File: src/rtl/spi_regbank.sv
module spi_regbank #(
  parameter int NREG = 32,
  parameter int DW   = 8
) (
  input  logic               rst_n,
  input  logic               sclk,
  input  logic               cs_n,
  input  logic               mosi,
  output logic               miso,
  output logic               miso_oe,
  output logic [NREG*DW-1:0] reg_bus
);
  localparam int AW = DW - 1;
  localparam int CW = $clog2(DW);
  localparam int IW = (NREG > 1) ? $clog2(NREG) : 1;

  logic [DW-1:0] regs [NREG];
  logic [CW-1:0] bcnt;
  logic          hdr, rd;
  logic [DW-2:0] sh;
  logic [AW-1:0] addr;
  logic [DW-1:0] tx, rdata;
  logic          last, hit, wr_en;

  assign last  = (bcnt == CW'(DW - 1));
  assign hit   = ({1'b0, addr} < (AW + 1)'(NREG));
  assign wr_en = !hdr && !rd && last;
  assign rdata = hit ? regs[addr[IW-1:0]] : '0;
  assign miso  = miso_oe & tx[DW-1];

  always_ff @(posedge sclk or posedge cs_n) begin
    if (cs_n) begin
      bcnt <= '0;
      hdr  <= 1'b1;
      rd   <= 1'b0;
    end else begin
      bcnt <= bcnt + 1'b1;
      if (hdr && bcnt == '0) rd <= mosi;
      if (last) hdr <= 1'b0;
    end
  end

  always_ff @(posedge sclk) begin
    sh <= {sh[DW-3:0], mosi};
    if (last) addr <= hdr ? {sh[AW-2:0], mosi} : addr + 1'b1;
  end

  always_ff @(negedge sclk or posedge cs_n) begin
    if (cs_n) begin
      tx      <= '0;
      miso_oe <= 1'b0;
    end else if (!hdr && bcnt == '0) begin
      tx      <= rdata;
      miso_oe <= rd;
    end else begin
      tx <= {tx[DW-2:0], 1'b0};
    end
  end

  for (genvar g = 0; g < NREG; g++) begin : g_reg
    always_ff @(posedge sclk or negedge rst_n) begin
      if (!rst_n)
        regs[g] <= '0;
      else if (wr_en && hit && addr[IW-1:0] == IW'(g))
        regs[g] <= {sh, mosi};
    end
    assign reg_bus[g*DW +: DW] = regs[g];
  end
endmodule


File: config.mk
export PLATFORM = sky130hd
export DESIGN_NAME = spi_regbank
export DESIGN_NICKNAME = d
export VERILOG_FILES = /design/src/rtl/spi_regbank.sv
export SDC_FILE = /design/constraint.sdc
export NUM_CORES = 1
export LEC_CHECK = 0
export BUFFER_PORTS_ARGS = -buffer_cell sky130_fd_sc_hd__clkbuf_2
export CORE_MARGIN = 1
export CORE_UTILIZATION = 55
export DETAILED_ROUTE_END_ITERATION = 7
export PLACE_DENSITY = 0.88
export REMOVE_ABC_BUFFERS = 1
export SYNTH_ARGS = -nofsm -noshare
export SYNTH_HDL_FRONTEND = slang
export SYNTH_SLANG_ARGS = --single-unit
File: constraint.sdc
create_clock -name sclk -period 3.4 [get_ports sclk]
set_input_delay 0.34 -clock sclk [delete_from_list [all_inputs] [get_ports sclk]]
set_output_delay 0.34 -clock sclk [all_outputs]
set_load 0.02 [all_outputs]
# Word level (Yosys, flattened, before mapping)
# Cells that the tools add are included.
# W data, S select, Z words.
# classes
eq_ne	32
bitwise_logic	2
div_mod_pow	0
shifts	0
multipliers	0
reduce_logical	41
add_sub_neg	2
n_mux	6
order_cmp	2
# op_table
cell	count
$eq A5 B5 Y1 const B	16
$bmux W8 S5	1
$eq A5 B4 Y1 const B	8
$logic_and A1 B1 Y1	37
$mux W8	4
$eq A5 B3 Y1 const B	4
$eq A5 B2 Y1 const B	2
$add A7 B1 Y7 const B	1
$lt A7 B6 Y1 const B	1
$mux W7	1
$ge A6 B6 Y1 const B	1
$not A5 Y6	1
$eq A5 B1 Y1 const B	1
$logic_not A5 Y1	1
$add A3 B1 Y3 const B	1
$eq A3 B3 Y1 const B	1
$logic_not A3 Y1	1
$logic_not A1 Y1	2
$and A1 B1 Y1	1
# totals
ff_bits	284
elab_cells	124
latchBits	0
mem_count	0
rom_bits	0
in_bits	4
mem_bits_rw	0

# Logic depth before layout (Yosys ltp)
# depth
depth_word	6
mapped_depth	9

==> summary.txt <==
Pwr Total: 6.78 mW
worst slack at placement: -652 ps
Post-DRT Antenna Nets: 0
Post-synth top flop: dfrtp_1
root buf cell: clkbuf_16
post-DP HPWL: 28400 um
PwrDens: 386 nW/um^2
yosys warns: 0
clk sink count: 284
Clock Latency Late Sink: 550 ps
die footprint: 24000 sq um
Die Ht: 155 um
vias in the first global route: 10800
Clock Power Share: 0.467
failing checks: setup timing
Synth top cells by count: mux2_2, dfrtp_1, mux4_2, clkbuf_1, mux2i_1
sequential share of the synthesized area: 0.553
final net count: 1319
register share of total power: 0.508
port bufs: 261
Gate power share: 0.025
Final setup violation count: 8
r2r startpoint: addr[1]$_DFFE_PN_
CTS Buf Count: 29
post-synthesis cell count: 839
Initial DRT Pass Iterations: 6
FP Rows: 55
outcome: complete, but fails checks
Pleak: 8.94 nW
CP Max Fanout: 10
CP arrival: 2630 ps
Die Width: 155 um
clk_skew: 9.88 ps
DRT iter0 DRCs: 963
crit start category: flip-flop
Rel. slew slack: 0.104
io pins: 262
crit path cell chain: buf_8 -> buf_12 -> buf_12 -> mux4_2 -> a221oi_4 -> o21ai_1 -> a32o_1
Slew @ Worst Pin: 1340 ps
global placement routability congestion: 0.891
HP Class: input port to async pin
CTS tree: built
reg2reg path depth: 7
Net Sw Power: 1.51 mW
Slew Limit Fails: 0
async set or reset register ratio after synthesis: 0.951
WP buf/inv: 3
internal power: 5.27 mW
first-pass GRT wire length: 66700 um
WL/cell: 27.3 um
worst setup path category: flip-flop to flip-flop
Worst VDD drop: 0.000334 V
CTS H-tree depth: 1
initial core utilization: 0.565
n_diodes: 0
initial antenna violation count: 0
Worst Path Required: 2090 ps
syn_area_per_cell: 15.3 sq um
DRC Markers: 0
GRT Util Overall: 0.377
Synth Register Bits: 284
WL final: 44800 um
CP endpoint kind: flip-flop
Vias per Instance: 6.29
Core ar.: 22800 sq um
vias after detailed routing: 10300
layout cell share with drive strength beyond 1: 0.688
Synth cell types: 44
largest net degree at the start of global routing: 112
setup TNS: -3890 ps
fill count: 1235
clock tree buffer depth: 3
Largest stage delay, worst path: 430 ps
final core utilization: 0.771
Sw Ratio: 0.223
Hold Fails Final Rpt: 0
Crit path depth: 7
global route overflow: 0
most frequent CP cell: buf_12
top cell type's share of synthesized area: 0.506
post-place instance area: 16100 sq um
worst r2r dst: tx[5]$_DFF_NP0_
max-cap violations: 0
RSZ-0062 raised after global routing: true
Synth area leader: dfrtp_1
synth top area cells: dfrtp_1, mux2_2, mux4_2, mux2i_1, dfrtn_1
area growth from synthesis to layout: 36.6%
Post-synth EDFFs: 7
Top Family by Delay on Critical Path: compound AO/OA/AOI/OAI gates
design area: 17600 sq um
final setup margin: -538 ps
highest-delay cell along the critical path: a221oi_4
Cell Area, Synth: 12900 sq um
Worst R2R Setup Slack: -540 ps
top-count cell post-synth: mux2_2
clk slew on worst S/H paths: 70 ps
[flip-flops by register name, indices dropped and copies added, names as in the netlist]
register and count:
reg_bus 256, tx 8, addr 7, sh 7, bcnt 3, hdr 1
miso_oe 1, rd 1
[worst reg2reg max path, delay by kind of cell, from the launching register on]
family | cells | cell delay [ps]
AOI/OAI and AO/OA | 3 | 820
buffers and inverters | 3 | 500
DFF | 1 | 420
muxes | 1 | 340
[through the flow]
stage,hold slack (ps),cells
finish,383,1641
global route,443,1641
CTS,396,1638
detailed placement,407,1573
global placement,392,1573
floorplan,44.4,785
[logic make-up (layout without fill, tap and decap cells)]
logic type	Yosys count	count (layout)	share of synthesized area
and+or+nand+nor	86	86	0.0424
xor gates and xnor gates	4	4	0.00272
buffers and inverters	62	551	0.0199
adders and majority gates	9	9	0.00875
muxes	343	343	0.344
DFF	284	284	0.553
AOI/OAI and AO/OA	51	51	0.0295
[layout by cell type (no fill, tap or decap), types with 10 or more instances in the layout]
cell type	synthesis	layout
nand2_1	24	22
buf_12	0	12
clkbuf_16	0	29
nand4_1	11	11
buf_4	2	202
nor2_2	18	18
mux2i_1	26	25
dfrtp_1	260	260
mux4_2	53	53
clkbuf_1	36	10
mux2_2	264	263
clkbuf_2	0	260
nor2_4	12	12
[routing by layer]
layer / GRT usage / vias up / share of wire
met5: 0 / - / 0
li1: - / 4078 / -
met3: 0.0989 / 232 / 0.11
met2: 0.579 / 765 / 0.47
met1: 0.484 / 5242 / 0.37
met4: 0.228 / 0 / 0.062
[timing repair]
item,in CTS,in global routing
buffers inserted,7,3
pin swaps,18,4
hold endpoints to repair,112,0
setup endpoints to repair,8,9
gates cloned,5,0
hold buffers,2,0
gates resized for setup,62,9
[worst max path at each step]
stage                 endpoint  slack [ps]         startpoint
2_1_floorplan  tx[1]$_DFF_NP0_       -2370  addr[1]$_DFFE_PN_
3_3_place_gp   tx[7]$_DFF_NP0_        -650  addr[1]$_DFFE_PN_
3_5_place_dp   tx[7]$_DFF_NP0_        -650  addr[1]$_DFFE_PN_
4_1_cts        tx[4]$_DFF_NP0_        -390  addr[1]$_DFFE_PN_
5_1_grt        tx[5]$_DFF_NP0_        -550  addr[1]$_DFFE_PN_
6_report       tx[5]$_DFF_NP0_        -540  addr[1]$_DFFE_PN_
[power groups by stage]
stage                     combinational, mW  clock [mW]  sequential [mW]
after floorplan                      0.0193           0             3.51
after global placement                0.159           0             3.50
after detailed placement              0.164           0             3.51
after CTS                             0.168        3.14             3.44
after global routing                  0.183        3.29             3.45
final                                 0.168        3.16             3.45
[final cells by class]
type | instances | area (sq um) | area share
clock buffers | 47 | 873 | 0.0497
clock inverters | 6 | 55.1 | 0.00313
inverters | 8 | 33.8 | 0.00192
multi-input cells | 493 | 5770 | 0.328
flip-flops and latches | 284 | 7110 | 0.405
well taps | 313 | 392 | 0.0223
repair buffers | 490 | 3340 | 0.190
Note: power is estimated with default switching activity, not from simulation.
